### config.mk
export PLATFORM = sky130hd
export DESIGN_NAME = serial_eeprom_slave
export DESIGN_NICKNAME = d
export VERILOG_FILES = /design/src/rtl/eeprom_pkg.sv /design/src/rtl/eeprom_ctrl.sv /design/src/rtl/eeprom_datapath.sv /design/src/rtl/serial_eeprom_slave.sv
export SDC_FILE = /design/constraint.sdc
export NUM_CORES = 2
export LEC_CHECK = 0
export ABC_AREA = 1
export BUFFER_PORTS_ARGS = -buffer_cell sky130_fd_sc_hd__clkbuf_2
export CAP_MARGIN = 20
export CORE_MARGIN = 4
export CORE_UTILIZATION = 39
export DETAILED_ROUTE_END_ITERATION = 8
export MAX_ROUTING_LAYER = met4
export PLACE_DENSITY_LB_ADDON = 0.15
export SETUP_SLACK_MARGIN = 0.1
export SYNTH_ARGS = -nofsm -noshare
export SYNTH_HDL_FRONTEND = slang
export SYNTH_SLANG_ARGS = --single-unit
### constraint.sdc
create_clock -name clk -period 2.3 [get_ports clk]
set_clock_uncertainty 0.05 [all_clocks]
set_input_delay 0.23 -clock clk [delete_from_list [all_inputs] [get_ports clk]]
set_output_delay 0.23 -clock clk [all_outputs]
set_load 0.1 [all_outputs]
### src/rtl/eeprom_pkg.sv
package eeprom_pkg;

  // Strobes from the control FSM to the datapath, at most one data action per cycle
  typedef struct packed {
    logic shiftIn;    // sample SDA into the receive shifter
    logic loadAddr;   // received byte becomes the address pointer
    logic storeData;  // received byte goes to the page buffer
    logic loadRead;   // fetch array byte at pointer into transmit shifter
    logic shiftOut;   // advance the transmit shifter by one bit
    logic commit;     // copy buffered page bytes into the array
    logic clearPage;  // drop buffered page bytes
  } dpStrobe_t;

  typedef enum logic [3:0] {
    ST_IDLE,
    ST_DEVSEL,
    ST_DEVACK,
    ST_ADDR,
    ST_ADDRACK,
    ST_WDATA,
    ST_WDACK,
    ST_RDATA,
    ST_RDACK,
    ST_WRCYCLE
  } ctrlState_t;

endpackage

### src/rtl/eeprom_ctrl.sv
module eeprom_ctrl
  import eeprom_pkg::*;
#(
  parameter int WRITE_CLKS  = 250000,
  parameter int SYNC_STAGES = 2,
  parameter logic [3:0] DEV_CODE = 4'b1010
) (
  input  logic       clk,
  input  logic       rstN,
  input  logic       sclIn,
  input  logic       sdaIn,
  input  logic [2:0] strapAddr,
  input  logic       writeCtl,
  input  logic [7:0] rxByte,
  input  logic       txBit,
  input  logic       hasPending,
  output dpStrobe_t  stb,
  output logic       sdaOe,
  output logic       sclLevel,
  output logic       sdaLevel,
  output logic       busy
);

  localparam int TIMER_W = $clog2(WRITE_CLKS + 1);

  logic [SYNC_STAGES-1:0] sclPipe, sdaPipe;
  logic sclDly, sdaDly;
  logic sclRise, sclFall, startSeen, stopSeen;

  ctrlState_t st, stNext;
  logic [3:0] bitCnt, bitNext;
  logic ackReg, ackNext;
  logic mAck, mAckNext;
  logic [TIMER_W-1:0] timer, timerNext;
  logic devMatch;

  // Two-stage synchronizers, then one delay stage for edge detection
  always_ff @(posedge clk or negedge rstN) begin
    if (!rstN) begin
      sclPipe <= '1;
      sdaPipe <= '1;
      sclDly  <= 1'b1;
      sdaDly  <= 1'b1;
    end else begin
      sclPipe <= {sclPipe[SYNC_STAGES-2:0], sclIn};
      sdaPipe <= {sdaPipe[SYNC_STAGES-2:0], sdaIn};
      sclDly  <= sclPipe[SYNC_STAGES-1];
      sdaDly  <= sdaPipe[SYNC_STAGES-1];
    end
  end

  assign sclLevel  = sclPipe[SYNC_STAGES-1];
  assign sdaLevel  = sdaPipe[SYNC_STAGES-1];
  assign sclRise   = sclLevel & ~sclDly;
  assign sclFall   = ~sclLevel & sclDly;
  assign startSeen = sclLevel & sclDly & sdaDly & ~sdaLevel;
  assign stopSeen  = sclLevel & sclDly & ~sdaDly & sdaLevel;

  assign devMatch = (rxByte[7:4] == DEV_CODE) && (rxByte[3:1] == strapAddr);

  always_comb begin
    stNext    = st;
    bitNext   = bitCnt;
    ackNext   = ackReg;
    mAckNext  = mAck;
    timerNext = timer;
    stb       = '0;
    if (st == ST_WRCYCLE) begin
      if (timer == '0) stNext = ST_IDLE;
      else             timerNext = timer - 1'b1;
    end else if (startSeen) begin
      stNext        = ST_DEVSEL;
      bitNext       = '0;
      ackNext       = 1'b0;
      stb.clearPage = 1'b1;
    end else if (stopSeen) begin
      ackNext = 1'b0;
      bitNext = '0;
      if ((st == ST_WDATA || st == ST_WDACK) && hasPending) begin
        stNext     = ST_WRCYCLE;
        stb.commit = 1'b1;
        timerNext  = TIMER_W'(WRITE_CLKS - 1);
      end else begin
        stNext = ST_IDLE;
      end
    end else begin
      unique case (st)
        ST_DEVSEL, ST_ADDR, ST_WDATA: begin
          if (sclRise && bitCnt != 4'd8) begin
            stb.shiftIn = 1'b1;
            bitNext     = bitCnt + 1'b1;
          end
          if (sclFall && bitCnt == 4'd8) begin
            bitNext = '0;
            if (st == ST_DEVSEL) begin
              ackNext = devMatch;
              stNext  = ST_DEVACK;
            end else if (st == ST_ADDR) begin
              ackNext      = 1'b1;
              stb.loadAddr = 1'b1;
              stNext       = ST_ADDRACK;
            end else begin
              ackNext       = ~writeCtl;
              stb.storeData = ~writeCtl;
              stNext        = ST_WDACK;
            end
          end
        end
        ST_DEVACK: begin
          if (sclFall) begin
            ackNext = 1'b0;
            if (!ackReg) begin
              stNext = ST_IDLE;
            end else if (rxByte[0]) begin
              stb.loadRead = 1'b1;
              stNext       = ST_RDATA;
            end else begin
              stNext = ST_ADDR;
            end
          end
        end
        ST_ADDRACK, ST_WDACK: begin
          if (sclFall) begin
            ackNext = 1'b0;
            stNext  = ST_WDATA;
          end
        end
        ST_RDATA: begin
          if (sclRise && bitCnt != 4'd8) bitNext = bitCnt + 1'b1;
          if (sclFall) begin
            if (bitCnt == 4'd8) begin
              bitNext = '0;
              stNext  = ST_RDACK;
            end else if (bitCnt != '0) begin
              stb.shiftOut = 1'b1;
            end
          end
        end
        ST_RDACK: begin
          if (sclRise) mAckNext = ~sdaLevel;
          if (sclFall) begin
            if (mAck) begin
              stb.loadRead = 1'b1;
              stNext       = ST_RDATA;
            end else begin
              stNext = ST_IDLE;
            end
          end
        end
        default: ;
      endcase
    end
  end

  always_ff @(posedge clk or negedge rstN) begin
    if (!rstN) begin
      st     <= ST_IDLE;
      bitCnt <= '0;
      ackReg <= 1'b0;
      mAck   <= 1'b0;
      timer  <= '0;
    end else begin
      st     <= stNext;
      bitCnt <= bitNext;
      ackReg <= ackNext;
      mAck   <= mAckNext;
      timer  <= timerNext;
    end
  end

  always_comb begin
    unique case (st)
      ST_DEVACK, ST_ADDRACK, ST_WDACK: sdaOe = ackReg;
      ST_RDATA:                        sdaOe = ~txBit;
      default:                         sdaOe = 1'b0;
    endcase
  end

  assign busy = (st == ST_WRCYCLE);

endmodule

### src/rtl/eeprom_datapath.sv
module eeprom_datapath
  import eeprom_pkg::*;
#(
  parameter int ADDR_W = 8,
  parameter int PAGE_W = 4,
  parameter logic [7:0] ERASED = 8'hFF
) (
  input  logic       clk,
  input  logic       rstN,
  input  dpStrobe_t  stb,
  input  logic       sdaBit,
  output logic [7:0] rxByte,
  output logic       txBit,
  output logic       hasPending
);

  localparam int DEPTH      = 1 << ADDR_W;
  localparam int PAGE_BYTES = 1 << PAGE_W;
  localparam int ROW_W      = ADDR_W - PAGE_W;

  logic [7:0] mem [DEPTH];
  logic [7:0] pageBuf [PAGE_BYTES];
  logic [PAGE_BYTES-1:0] pageVld;
  logic [ADDR_W-1:0] ptr;
  logic [7:0] rxShift, txShift;
  logic [PAGE_W-1:0] slot;
  logic [ROW_W-1:0] row;

  assign slot = ptr[PAGE_W-1:0];
  assign row  = ptr[ADDR_W-1:PAGE_W];

  // Receive and transmit shifters
  always_ff @(posedge clk or negedge rstN) begin
    if (!rstN) begin
      rxShift <= '0;
      txShift <= '1;
    end else begin
      if (stb.shiftIn)  rxShift <= {rxShift[6:0], sdaBit};
      if (stb.loadRead) txShift <= mem[ptr];
      else if (stb.shiftOut) txShift <= {txShift[6:0], 1'b1};
    end
  end

  // Address pointer: full increment on reads, in-page increment on writes
  always_ff @(posedge clk or negedge rstN) begin
    if (!rstN) begin
      ptr <= '0;
    end else if (stb.loadAddr) begin
      ptr <= rxShift[ADDR_W-1:0];
    end else if (stb.loadRead) begin
      ptr <= ptr + 1'b1;
    end else if (stb.storeData) begin
      ptr <= {row, slot + 1'b1};
    end
  end

  // Page buffer
  always_ff @(posedge clk or negedge rstN) begin
    if (!rstN) begin
      pageVld <= '0;
      for (int i = 0; i < PAGE_BYTES; i++) pageBuf[i] <= '0;
    end else if (stb.clearPage || stb.commit) begin
      pageVld <= '0;
    end else if (stb.storeData) begin
      pageBuf[slot] <= rxShift;
      pageVld[slot] <= 1'b1;
    end
  end

  // Storage array, written only by a page commit
  always_ff @(posedge clk or negedge rstN) begin
    if (!rstN) begin
      for (int i = 0; i < DEPTH; i++) mem[i] <= ERASED;
    end else if (stb.commit) begin
      for (int i = 0; i < DEPTH; i++) begin
        if (pageVld[PAGE_W'(i)] && (row == ROW_W'(i >> PAGE_W)))
          mem[i] <= pageBuf[PAGE_W'(i)];
      end
    end
  end

  assign rxByte     = rxShift;
  assign txBit      = txShift[7];
  assign hasPending = |pageVld;

endmodule

### src/rtl/serial_eeprom_slave.sv
module serial_eeprom_slave
  import eeprom_pkg::*;
#(
  parameter int WRITE_CLKS  = 250000,
  parameter int ADDR_W      = 8,
  parameter int PAGE_W      = 4,
  parameter int SYNC_STAGES = 2
) (
  input  logic       clk,
  input  logic       rstN,
  input  logic       sclIn,
  input  logic       sdaIn,
  input  logic [2:0] strapAddr,
  input  logic       writeCtl,
  output logic       sdaOe
);

  dpStrobe_t  stb;
  logic [7:0] rxByte;
  logic       txBit, hasPending, sclLevel, sdaLevel, busy;

  eeprom_ctrl #(
    .WRITE_CLKS (WRITE_CLKS),
    .SYNC_STAGES(SYNC_STAGES)
  ) u_ctrl (
    .clk       (clk),
    .rstN      (rstN),
    .sclIn     (sclIn),
    .sdaIn     (sdaIn),
    .strapAddr (strapAddr),
    .writeCtl  (writeCtl),
    .rxByte    (rxByte),
    .txBit     (txBit),
    .hasPending(hasPending),
    .stb       (stb),
    .sdaOe     (sdaOe),
    .sclLevel  (sclLevel),
    .sdaLevel  (sdaLevel),
    .busy      (busy)
  );

  eeprom_datapath #(
    .ADDR_W(ADDR_W),
    .PAGE_W(PAGE_W)
  ) u_dp (
    .clk       (clk),
    .rstN      (rstN),
    .stb       (stb),
    .sdaBit    (sdaLevel),
    .rxByte    (rxByte),
    .txBit     (txBit),
    .hasPending(hasPending)
  );

endmodule

==> results.toml <==
[outcome]
status = "finished with violations"
violations = "negative setup slack"

[logic_synthesis]
synth.yosys.warnings = 0
synth_area_leaders = "dfstp_2, nand2_1, o21ai_0"
netlist_instances = 6826
synth-async-reset-ratio_pct = 100
synth_most_common_cell = "nand2_1"
yosysSeqAreaShare_pct = 54.6
synth_nets = 6841
yosysTopAreaCell = "dfstp_2"
synthFlopType = "dfstp_2"
synth_cell_type_count = 39
syn-cell-area_um2 = 55600
synth_common_cells = "nand2_1, o21ai_0, dfstp_2"
avgSynthCellArea_um2 = 8.15
synth_edf_count = 0
synth-seq-cells = 1162
netlist.area_leader.share_pct = 49.0

[worst_setup_path]
r2r-start = "u_dp.ptr[0]"
setup.worst_path.start = "u_dp.ptr[0]"
timing.rr.end = "u_dp.txShift[5]"
crit_type = "reg -> reg"
ff2ff_setup_slack_ns = -0.27
startpoint_type = "flop"
cp.arrival_ns = 3.24
rr_worst_depth = 11
cp-end-kind = "flop"
crit_end = "u_dp.txShift[5]"
crit_required_ns = 2.97
path_max_fanout = 39

[timing]
fmax_mhz = 389
worst_slew_pin_slew_ns = 0.934
setup_viol = 335
rsz0062_at_grt = "true"
max-slew-margin-rel_pct = 37.6
hold_violations = 0
setup_tns_ns = -16.66
period_share_pct = 112
final_max_slew_viol_count = 0
period_minus_slack_ns = 2.57
hold_slack_ns = 0.0535
layout_setup_ws_ns = -0.270

[worst_hold_path]
min_from = "sdaIn"
hold_path_class = "in -> reg"
hold_depth = 2

[finish]
nFillCells = 13400
nNetsFinal = 7215
final_cells = 9207
area_delta_synth_final_pct = 31.4
seqCellArea_um2 = 30400
layout-drive-gt1-share_pct = 39.0
multiInputGateArea_um2 = 25600

[place]
hpwlAfterDp_um = 141000
gp_congestion = 0.925
pre_cts_ws_ns = -0.426
portBuffers = 8
dp.cells = 8802

[route]
finalWirelength_um = 229000
drt_iter0_markers = 5890
wl_per_cell_um = 24.8
num_vias = 50400
drc = 0
detail-route-antenna-nets = 0
drt-vias-per-instance = 5.47
drt_pass1_iterations = 8

[clock_network]
clock_sinks = 1162
cts_buffers = 138
cts_htree_levels = 4
clockBufferDepth = 3
clk_pin_slew_ns = 0.06
cts_root_buffer = "clkbuf_16"
clk_latency_ns = 0.80
cts_tree = "built"

[floorplanning]
core_um2 = 142000
die_x_um = 386
rows = 138
die_h_um = 386
initial_utilization_pct = 39.3
io_pins = 9
die_area_um2 = 149000

[grt]
antenna_found_initial = 11
grt_pass1_vias = 46500
gr-total-overflow = 0
grt_max_degree = 105
grt_pass1_wl_um = 325000
grt_usage_pct = 30.7

[run]
drv_cap = 0

[pwr]
p_per_area_nw_per_um2 = 795
p_leak_nw = 27.6
peakVddDrop_uv = 744
finalPower_mw = 58.1
## critical path, cell delays in order (launching register included)
cell and delay, ns:
dfrtp_4 0.46, buf_12 0.18, clkinv_16 0.16, buf_16 0.23
o211ai_1 0.43, nand3_1 0.32, nand2_1 0.15, nand2_1 0.06
o21ai_1 0.11, nand3_1 0.10, nor2_1 0.16, nor2_1 0.06
## per-layer routing
metal / GRT usage (%) / vias to the layer above / part of all wire (%)
met3: 4.66 / 441 / 7.8
met4: 11.1 / 0 / 4.1
met1: 43.7 / 24900 / 44
met2: 44.7 / 2064 / 44
met5: - / - / 0
li1: - / 23000 / -
## power breakdown
part | total (mW) | switching, mW | leakage, nW | internal [mW]
clock | 22.9 | 9.16 | 2.32 | 13.7
combinational | 14.1 | 8.60 | 12.9 | 5.53
sequential | 21.1 | 0.250 | 12.4 | 20.9
total | 58.1 | 18.0 | 27.6 | 40.1
## layout by cell type (no fill, tap or decap), drive strengths merged, types with 2 or more instances in the layout
master / instances
clkinvlp: 2
dfstp: 1038
bufinv: 10
dfrtp: 124
or2: 139
clkbuf: 235
ha: 7
o2111ai: 2
clkinv: 30
o211ai: 64
nand3: 700
nor2: 181
nand4: 12
inv: 430
xnor2: 2
buf: 620
nor4: 7
xor2: 12
o221ai: 4
a21oi: 37
nor3: 11
o22ai: 19
o21ai: 1181
nand2: 2441
dlygate4sd3: 4
## logic make-up after synthesis
| family | synth area share, % |
|---|---|
| XOR/XNOR | 0.220 |
| AND/OR/NAND/NOR | 26.4 |
| adder cells (fa/ha/maj) | 0.157 |
| buffers and inverters | 6.42 |
| AO/OA/AOI/OAI | 12.2 |
| flip-flops | 54.6 |
## flip-flops by register name (all words and copies together) (netlist names), 2 cells and up
name            cells
u_ctrl.bitCnt       4
u_ctrl.sclPipe      2
u_ctrl.sdaPipe      2
u_ctrl.st           4
u_ctrl.timer       18
u_dp.mem         1024
u_dp.pageBuf       64
u_dp.pageVld       16
u_dp.ptr            8
u_dp.rxByte         8
u_dp.txShift        8
## layout make-up
class	count	area share, %
Tap cell	1890	3.24
Inverter	429	2.27
Sequential cell	1162	41.6
Antenna cell	1	0.00342
Multi-Input combinational cell	4823	35.0
Clock inverter	43	0.710
Timing Repair Buffer	646	11.5
Clock buffer	213	5.74
## per-stage QoR
stage                     utilization, %  instance area (um^2)
after floorplan                        -                 55600
after global placement              43.8                 62000
after detailed placement            43.8                 62000
after CTS                           49.2                 69600
after global routing                51.6                 73100
final                               51.6                 73100
## how the worst min path moves through the flow
stage                              endpoint
after floorplan               u_ctrl.ackReg
after detailed placement  u_ctrl.sdaPipe[0]
after CTS                 u_ctrl.sdaPipe[0]
final                     u_ctrl.sdaPipe[0]
after global placement    u_ctrl.sdaPipe[0]
after global routing      u_ctrl.sdaPipe[0]
## timing repair
item / 4_1_cts / 5_1_grt
pin swaps: 42 / 78
resized for setup: 556 / 834
buffers inserted: 55 / 31
hold buffers: 4 / 0
endpoints found under the setup margin: 1131 / 1029
hold endpoints to repair: 316 / 0
gates cloned: 35 / 27
Power figures use the tool's default switching activity.
